## config.mk

```make
export PLATFORM = sky130hd
export DESIGN_NAME = pwm_dual_top
export DESIGN_NICKNAME = d
export VERILOG_FILES = /design/src/rtl/pwm_pkg.sv /design/src/rtl/pwm_tick_gen.sv /design/src/rtl/pwm_counter.sv /design/src/rtl/pwm_channel.sv /design/src/rtl/pwm_dual_top.sv
export SDC_FILE = /design/constraint.sdc
export NUM_CORES = 1
export LEC_CHECK = 0
export BUFFER_PORTS_ARGS = -buffer_cell sky130_fd_sc_hd__buf_2
export CORE_MARGIN = 3
export CORE_UTILIZATION = 55
export DETAILED_ROUTE_END_ITERATION = 8
export PLACE_DENSITY_LB_ADDON = 0.2
export SLEW_MARGIN = 0
export SYNTH_ARGS = -nofsm -noshare
export SYNTH_HDL_FRONTEND = slang
export SYNTH_SLANG_ARGS = --single-unit
```

## constraint.sdc

```tcl
create_clock -name clk -period 2.5 [get_ports clk]
set_input_delay 0.5 -clock clk [delete_from_list [all_inputs] [get_ports clk]]
set_output_delay 0.5 -clock clk [all_outputs]
set_load 0.02 [all_outputs]
```

## src/rtl/pwm_pkg.sv

```systemverilog
package pwm_pkg;
  localparam int unsigned PWM_W  = 8;
  localparam int unsigned PWM_CH = 2;
  localparam int unsigned ADDR_W = 2;
  typedef logic [PWM_W-1:0] pwm_val_t;
  localparam logic [ADDR_W-1:0] A_DUTY0 = 2'd0;
  localparam logic [ADDR_W-1:0] A_DUTY1 = 2'd1;
  localparam logic [ADDR_W-1:0] A_PRESC = 2'd2;
endpackage

```

## src/rtl/pwm_tick_gen.sv

```systemverilog
module pwm_tick_gen #(
  parameter int unsigned W = 8
) (
  input  logic         clk,
  input  logic         rst_n,
  input  logic         wrap,
  input  logic [W-1:0] presc_new,
  output logic         step
);
  logic         half_q;
  logic [W-1:0] pre_cnt;
  logic [W-1:0] presc_act;

  assign step = half_q && (pre_cnt == presc_act);

  always_ff @(posedge clk or negedge rst_n) begin
    if (!rst_n) begin
      half_q    <= 1'b0;
      pre_cnt   <= '0;
      presc_act <= '0;
    end else begin
      half_q <= ~half_q;
      if (half_q) begin
        if (pre_cnt == presc_act) pre_cnt <= '0;
        else                      pre_cnt <= pre_cnt + 1'b1;
      end
      if (wrap) presc_act <= presc_new;
    end
  end

  // working prescaler only changes on a wrap
  p_presc_hold_r7: assert property (@(posedge clk) disable iff (!rst_n)
    !wrap |=> $stable(presc_act));
  // prescaler count never passes the working limit
  p_pre_bound_r2: assert property (@(posedge clk) disable iff (!rst_n)
    pre_cnt <= presc_act);
endmodule

```

## src/rtl/pwm_counter.sv

```systemverilog
module pwm_counter #(
  parameter int unsigned W = 8
) (
  input  logic         clk,
  input  logic         rst_n,
  input  logic         step,
  output logic [W-1:0] cnt,
  output logic         wrap
);
  localparam logic [W-1:0] CNT_MAX = W'((1 << W) - 2);

  assign wrap = step && (cnt == CNT_MAX);

  always_ff @(posedge clk or negedge rst_n) begin
    if (!rst_n)    cnt <= '0;
    else if (wrap) cnt <= '0;
    else if (step) cnt <= cnt + 1'b1;
  end

  // count returns to zero after the top value
  p_wrap_zero_r1: assert property (@(posedge clk) disable iff (!rst_n)
    (step && cnt == CNT_MAX) |=> (cnt == '0));
  // count moves only on a prescaler step
  p_hold_idle_r2: assert property (@(posedge clk) disable iff (!rst_n)
    !step |=> $stable(cnt));
  // the divide-by-two stage spaces steps apart
  p_step_gap_r2: assert property (@(posedge clk) disable iff (!rst_n)
    step |=> !step);
endmodule

```

## src/rtl/pwm_channel.sv

```systemverilog
module pwm_channel #(
  parameter int unsigned W = 8
) (
  input  logic         clk,
  input  logic         rst_n,
  input  logic         wrap,
  input  logic [W-1:0] cnt,
  input  logic [W-1:0] duty_new,
  output logic         pwm_o
);
  logic [W-1:0] duty_act;

  always_ff @(posedge clk or negedge rst_n) begin
    if (!rst_n)    duty_act <= '0;
    else if (wrap) duty_act <= duty_new;
  end

  assign pwm_o = !(duty_act > cnt);

  // working duty changes only on a wrap
  p_duty_hold_r7: assert property (@(posedge clk) disable iff (!rst_n)
    !wrap |=> $stable(duty_act));
  // zero duty keeps the level high
  p_zero_high_r4: assert property (@(posedge clk) disable iff (!rst_n)
    (duty_act == '0) |-> pwm_o);
  // full-scale duty keeps the level low
  p_full_low_r4: assert property (@(posedge clk) disable iff (!rst_n)
    (duty_act == '1) |-> !pwm_o);
endmodule

```

## src/rtl/pwm_dual_top.sv

```systemverilog
module pwm_dual_top
  import pwm_pkg::*;
(
  input  logic              clk,
  input  logic              rst_n,
  input  logic              wr_en,
  input  logic [ADDR_W-1:0] wr_addr,
  input  logic [PWM_W-1:0]  wr_data,
  output logic [PWM_CH-1:0] pwm_o
);
  pwm_val_t duty_sh [PWM_CH];
  pwm_val_t presc_sh;
  pwm_val_t cnt;
  logic     step;
  logic     wrap;

  always_ff @(posedge clk or negedge rst_n) begin
    if (!rst_n) begin
      presc_sh <= '0;
    end else if (wr_en && wr_addr == A_PRESC) begin
      presc_sh <= wr_data;
    end
  end

  pwm_tick_gen #(.W(PWM_W)) tick_i (
    .clk(clk), .rst_n(rst_n), .wrap(wrap), .presc_new(presc_sh), .step(step)
  );

  pwm_counter #(.W(PWM_W)) cnt_i (
    .clk(clk), .rst_n(rst_n), .step(step), .cnt(cnt), .wrap(wrap)
  );

  for (genvar g = 0; g < PWM_CH; g++) begin : g_ch
    localparam logic [ADDR_W-1:0] MY_ADDR = ADDR_W'(g);
    always_ff @(posedge clk or negedge rst_n) begin
      if (!rst_n)                            duty_sh[g] <= '0;
      else if (wr_en && wr_addr == MY_ADDR)  duty_sh[g] <= wr_data;
    end
    pwm_channel #(.W(PWM_W)) ch_i (
      .clk(clk), .rst_n(rst_n), .wrap(wrap), .cnt(cnt),
      .duty_new(duty_sh[g]), .pwm_o(pwm_o[g])
    );
  end

  // the unused address leaves every staging register alone
  p_ignore_addr3_r6: assert property (@(posedge clk) disable iff (!rst_n)
    (wr_en && wr_addr == 2'd3) |=>
      ($stable(presc_sh) && $stable(duty_sh[0]) && $stable(duty_sh[1])));
endmodule

```

==> impl_metrics.tcl, run 1 <==
set metrics [dict create \
    synth_top_family_by_area "multiplexers" \
    powerDensity_nw_per_um2 633 \
    nNetsFinal 306 \
    yosysMostFrequentCell "dfrtp_1" \
    finalPower_w 0.00226 \
    tightest_slew_ns 0.732 \
    first_pass_iters 4 \
    grt_pass1_wl_um 9200 \
    initial_core_util_pct 57.3 \
    synth_compound_gate_area_share_pct 6.00 \
    dieArea_um2 6760 \
    drc 0 \
    path_buf_inv 2 \
    final_hold_viol_count 0 \
    synth_area_leader_cell "dfrtp_1" \
    ys_seq_area_share_pct 50.9 \
    row_count 27 \
    grt_max_degree 66 \
    cts_max_level 3 \
    clkLatencyLatePin_ns 0.34 \
    async_flop_share_pct 100 \
    drtIter0Drc 112 \
    crit_top_cell "a21o_1" \
    cp_max_fo 4 \
    ctsHoldBuffers 0 \
    yosys.area_share.simple_pct 8.86 \
    synth_edf_count 0 \
    gr-total-overflow 0 \
    synthXorXnorAreaFrac_pct 3.84 \
    synth.top_cell.area_share_pct 50.9 \
    wl_per_cell_um 15.8 \
    rsz0062_at_grt "false" \
    core-area_um2 5570 \
    synth_cells 252 \
    seq_area_um2 1630 \
    synthTopCellsByCount "dfrtp_1, mux2_2, mux2_4" \
    status "finished, final reports clean" \
    fin_crit_sh_pct 95.6 \
    ios 15 \
    yosysWarnings 0 \
    setup_tns_ns 0 \
    criticalPathCategory "flip-flop to output pin" \
    io_buffer_count 14 \
    multi_input_area_um2 1460 \
    syn2layout_area_growth_pct 11.7 \
    p_leak_nw 1.72 \
    cp.arrival_ns 1.89 \
    cp_top_family "compound AO/OA/AOI/OAI gates" \
    synth_area_per_cell_um2 12.7 \
    layout-drive-gt1-share_pct 32.4 \
    postSynthNetCount 284 \
    synth.top_cells.by_area "dfrtp_1, mux2_2, mux2_4, ha_1, xnor2_1" \
    setup_viol 0 \
    hold_class "primary input to async pin" \
    drt_wl_total_um 5520 \
    crit_path_end_kind "output pin" \
    syn_area_um2 3190 \
    synth-seq-cells 65 \
    final_max_slew_viol_count 0 \
    fill_cells 425 \
    synthFlopType "dfrtp_1" \
    hpwl_um 3980 \
    peakVddDrop_uv 440 \
    die_w_um 82.2 \
    slowest_delay_ns 0.40 \
    final_antenna_net_count 0 \
    vias 1945 \
    clockBufferDepth 2 \
    rr_startpoint "tick_i.pre_cnt[3]" \
    viasPerCell 5.56 \
    timing.final.ws_setup_ns 0.110 \
    utilization_pct 64.0 \
    fmax_ghz 0.418 \
    path_cells "inv_2 > ha_1 > a21o_1 > a21o_1 > a21oi_1 > o21ai_0 > nand2_1 > buf_4" \
    min_period_ns 2.39 \
    cts_buffers 9 \
    maxCapViolCount 0 \
    die_y_um 82.2 \
    relSlewSlack_pct 51.0 \
    synthMuxAreaShare_pct 19.6 \
    clock_skew_ns 0.00453 \
    cts_tree "done" \
    crit_start "cnt_i.cnt[5]" \
    path_clk_slew_ns 0.07 \
    worstSetupStartpointType "flip-flop" \
    yosys.cell_types.count 33 \
    synthAdderAreaFrac_pct 7.45 \
    slowest_stage "dfrtp_1" \
    cts_root_buffer "clkbuf_8" \
    grt_pass1_vias 1881 \
    cts_sinks 65 \
    track_usage_pct 18.9 \
    n_antenna_cell 0 \
    antenna_found_initial 0 \
    dp_slack_ns 0.417 \
    place.gp.congestion 0.806 \
    cp.required_ns 2.00 \
]
## through the flow
stage	hold WS (ns)	std cells	cell area, um2
6_report	0.160	350	3570
5_1_grt	0.175	350	3570
3_3_place_gp	0.482	334	3330
3_5_place_dp	0.487	334	3330
4_1_cts	0.164	349	3550
2_1_floorplan	0.204	252	3190
## layout make-up
| class | count | area share, % |
|---|---|---|
| inverter | 12 | 1.26 |
| multi-input combinational | 167 | 40.9 |
| clock buffer | 10 | 3.86 |
| tap | 72 | 2.53 |
| timing repair buffer | 19 | 3.51 |
| clock inverter | 5 | 2.25 |
| sequential | 65 | 45.6 |
## where the power goes
part	total (W)	internal (W)	switching (W)
logic	0.000122	0.0000711	0.0000511
clock network	0.000974	0.000581	0.000393
registers	0.00116	0.00113	0.0000371
## sequential cells by signal, summed over array words and instances, names as in the netlist
register and flops:
tick_i.half_q 1, presc_sh 8, tick_i.presc_act 8, duty_sh 16, g_ch.ch_i.duty_act 16, cnt_i.cnt 8
tick_i.pre_cnt 8
## routing by layer
metal | share of wire, % | vias to the layer above | global-route usage, %
met3 | 2.6 | 10 | 3.90
met4 | 2.1 | 0 | 9.97
met2 | 47 | 24 | 29.5
met1 | 48 | 970 | 24.8
li1 | - | 941 | -
met5 | 0 | - | 0
## cells in the final DEF (no fill, tap or decap), drive strengths merged, types with 2 or more instances in the layout
cell,synthesis,layout
dfrtp,65,65
mux2,48,48
ha,19,19
buf,6,19
nor2,14,14
o21ai,13,13
nand2,12,12
inv,12,12
xnor2,10,10
clkbuf,2,10
nand3,9,9
a21oi,6,6
nand4,6,6
xor2,4,4
o31ai,4,4
a21o,3,3
nor2b,3,3
and3,3,3
or3,3,3
nand3b,2,2
bufinv,0,2
clkinvlp,0,2
## path summary, 6_finish.rpt
kind | to | slack (ns) | cells past startpoint
min in group clk | presc_sh[0] | 0.43 | 2
worst max-delay path | pwm_o[1] | 0.11 | 8
max in group asynchronous | cnt_i.cnt[1] | 2.06 | 2
worst min-delay path | tick_i.pre_cnt[3] | 0.16 | 2
worst min register to register | g_ch[1].ch_i.duty_act[0] | 0.50 | 1
worst max register to register | cnt_i.cnt[7] | 0.59 | 5
## kinds of logic (layout without fill, tap and decap cells)
kind of cell	after synthesis	in the layout
mux	49	49
fa+ha+maj	19	19
flops	65	65
buf+inv	20	46
compound gates	30	30
xor+xnor	14	14
simple gates	55	55
## timing repair
action                                  in CTS  in global routing
hold endpoints to repair                     0                  0
endpoints found under the setup margin       0                  2
buffers inserted                             0                  1
resized for setup                            0                  5
No activity file was read; power rests on OpenSTA's default activity.
==> inputs of run 2 (changes only) <==
--- a/config.mk
+++ b/config.mk
@@ -10,4 +10,5 @@
 export CORE_UTILIZATION = 55
 export DETAILED_ROUTE_END_ITERATION = 8
+export MAX_ROUTING_LAYER = met4
 export PLACE_DENSITY_LB_ADDON = 0.2
 export SLEW_MARGIN = 0
==> constraint.sdc (replaced) <==
create_clock -name clk -period 2.5 [get_ports clk]
set_input_delay 0.5 -clock clk [delete_from_list [all_inputs] [get_ports clk]]
set_output_delay 0.5 -clock clk [all_outputs]
set_load 0.005 [all_outputs]
==> run 2 against run 1 <==
Sequential power hardly changed. Global-route usage increased by 1.2 points. Clock power up 1%. Critical path type unchanged. Hold slack gained 0.16 ns. Non-clock buffer count increased by 2.
==> impl_metrics.tcl, run 2 (synthesized netlist as in run 1, its figures left out) <==
set metrics [dict create \
    cp.required_ns 2.00 \
    worstSetupStartpointType "flip-flop" \
    ios 15 \
    relSlewSlack_pct 46.2 \
    clkLatencyLatePin_ns 0.34 \
    fill_cells 462 \
    die_w_um 82.2 \
    cp_top_family "compound AO/OA/AOI/OAI gates" \
    finalPower_w 0.00227 \
    p_leak_nw 1.71 \
    hold_class "primary input to async pin" \
    initial_core_util_pct 57.3 \
    maxCapViolCount 0 \
    first_pass_iters 4 \
    gr-total-overflow 0 \
    drtIter0Drc 104 \
    grt_max_degree 66 \
    path_clk_slew_ns 0.07 \
    final_hold_viol_count 0 \
    path_buf_inv 2 \
    core-area_um2 5570 \
    min_period_ns 2.36 \
    n_antenna_cell 0 \
    syn2layout_area_growth_pct 11.8 \
    io_buffer_count 14 \
    rsz0062_at_grt "false" \
    wl_per_cell_um 16.1 \
    p_clk_share_pct 43.4 \
    cp.arrival_ns 1.86 \
    cts_root_buffer "clkbuf_8" \
    status "finished, final reports clean" \
    final_antenna_net_count 0 \
    crit_top_cell "a21o_1" \
    p_seq_share_pct 51.3 \
    top_regs "duty_sh x16, g_ch.ch_i.duty_act x16" \
    slowest_stage "dfrtp_1" \
    slowest_delay_ns 0.41 \
    cts_buffers 9 \
    cts_tree "done" \
    crit_path_end_kind "output pin" \
    path_cells "inv_2 > ha_1 > a21o_1 > a21o_1 > a21oi_2 > o21ai_0 > nand2_1 > buf_2" \
    die_y_um 82.2 \
    setup_viol 0 \
    place.gp.congestion 0.802 \
    criticalPathCategory "flip-flop to output pin" \
    cts_max_level 3 \
    layout-drive-gt1-share_pct 33.1 \
    p_switching_w 0.000510 \
    fin_crit_sh_pct 94.5 \
    vias 1941 \
    layout_common_cells "dfrtp_1, mux2_2, mux2_4" \
    p_sw_share_pct 22.5 \
    p_int_w 0.00176 \
    cp_max_fo 4 \
    nNetsFinal 308 \
    grt_pass1_wl_um 9610 \
    clock_skew_ns 0.00499 \
    grt_pass1_vias 1968 \
    clockBufferDepth 2 \
    tightest_slew_ns 0.807 \
    powerDensity_nw_per_um2 636 \
    viasPerCell 5.50 \
    fmax_ghz 0.423 \
    track_usage_pct 20.1 \
    hpwl_um 3940 \
    cts_sinks 65 \
    row_count 27 \
    drt_wl_total_um 5690 \
    setup_tns_ns 0 \
    final_common_cell "dfrtp_1" \
    dieArea_um2 6760 \
    final_max_slew_viol_count 0 \
    peakVddDrop_uv 498 \
    antenna_found_initial 0 \
    combPwrFrac_pct 5.3 \
    drc 0 \
]
[run 2: cell types whose count changed in the layout (fill, tap and decap cells not counted), sizes merged]
cell	delta
inv	+1
clkinv	-1
clkinvlp	+1
buf	+2
[run 2: worst register-to-register path: stages, from the launching register on]
cell	delay [ns]
dfrtp_1	0.51
inv_1	0.08
ha_1	0.22
nand3_1	0.09
nor2_1	0.07
nand2_2	0.05
buf_4	0.38
mux2_2	0.40
[run 2: per-stage QoR]
step	worst slack (ns)	hold slack (ns)	instances	utilization [%]	area (um2)
2_1_floorplan	0.588	0.204	252	-	3190
4_1_cts	0.0296	0.360	350	63.5	3540
3_3_place_gp	0.486	0.482	334	59.6	3320
6_report	0.138	0.320	353	64.0	3570
5_1_grt	0.00994	0.398	353	64.0	3570
3_5_place_dp	0.432	0.489	334	59.6	3320
[run 2: worst paths after layout]
check,start,end,slack [ns],depth (start not counted)
setup reg to reg,cnt_i.cnt[0],g_ch[0].ch_i.duty_act[7],0.59,7
min in group clk,wr_data[4],duty_sh[4],0.42,2
hold / removal,rst_n,tick_i.pre_cnt[5],0.32,2
hold reg to reg,presc_sh[2],tick_i.presc_act[2],0.50,1
max in group asynchronous,rst_n,cnt_i.cnt[1],1.62,2
setup / recovery,cnt_i.cnt[5],pwm_o[1],0.14,8
[run 2: area by class of cell]
cell class | count | area [um2] | share of cell area (%)
sequential | 65 | 1630 | 45.6
multi-input combinational | 167 | 1460 | 41.0
clock buffer | 10 | 128 | 3.58
timing repair buffer | 21 | 123 | 3.44
clock inverter | 6 | 91.3 | 2.56
tap | 72 | 90.1 | 2.52
inverter | 12 | 45.0 | 1.26
[run 2: power groups by stage]
stage,Combinational (W),Sequential (W),Clock [W]
4_1_cts,0.000124,0.00116,0.000999
5_1_grt,0.000136,0.00117,0.00104
2_1_floorplan,0.0000763,0.00117,0
6_report,0.000120,0.00116,0.000985
3_3_place_gp,0.000118,0.00118,0
3_5_place_dp,0.000122,0.00118,0
[run 2: timing repair]
item / 4_1_cts / 5_1_grt
setup buffers: 0 / 3
setup endpoints to repair: 0 / 2
hold buffers: 0 / 0
gates resized for setup: 0 / 4
[run 2: per-layer routing]
layer,track usage [%],vias to the layer above,part of all wire [%]
met2,29.6,23,47
li1,-,941,-
met5,-,-,0
met4,8.47,0,1.7
met3,3.58,12,2.5
met1,27.6,965,49
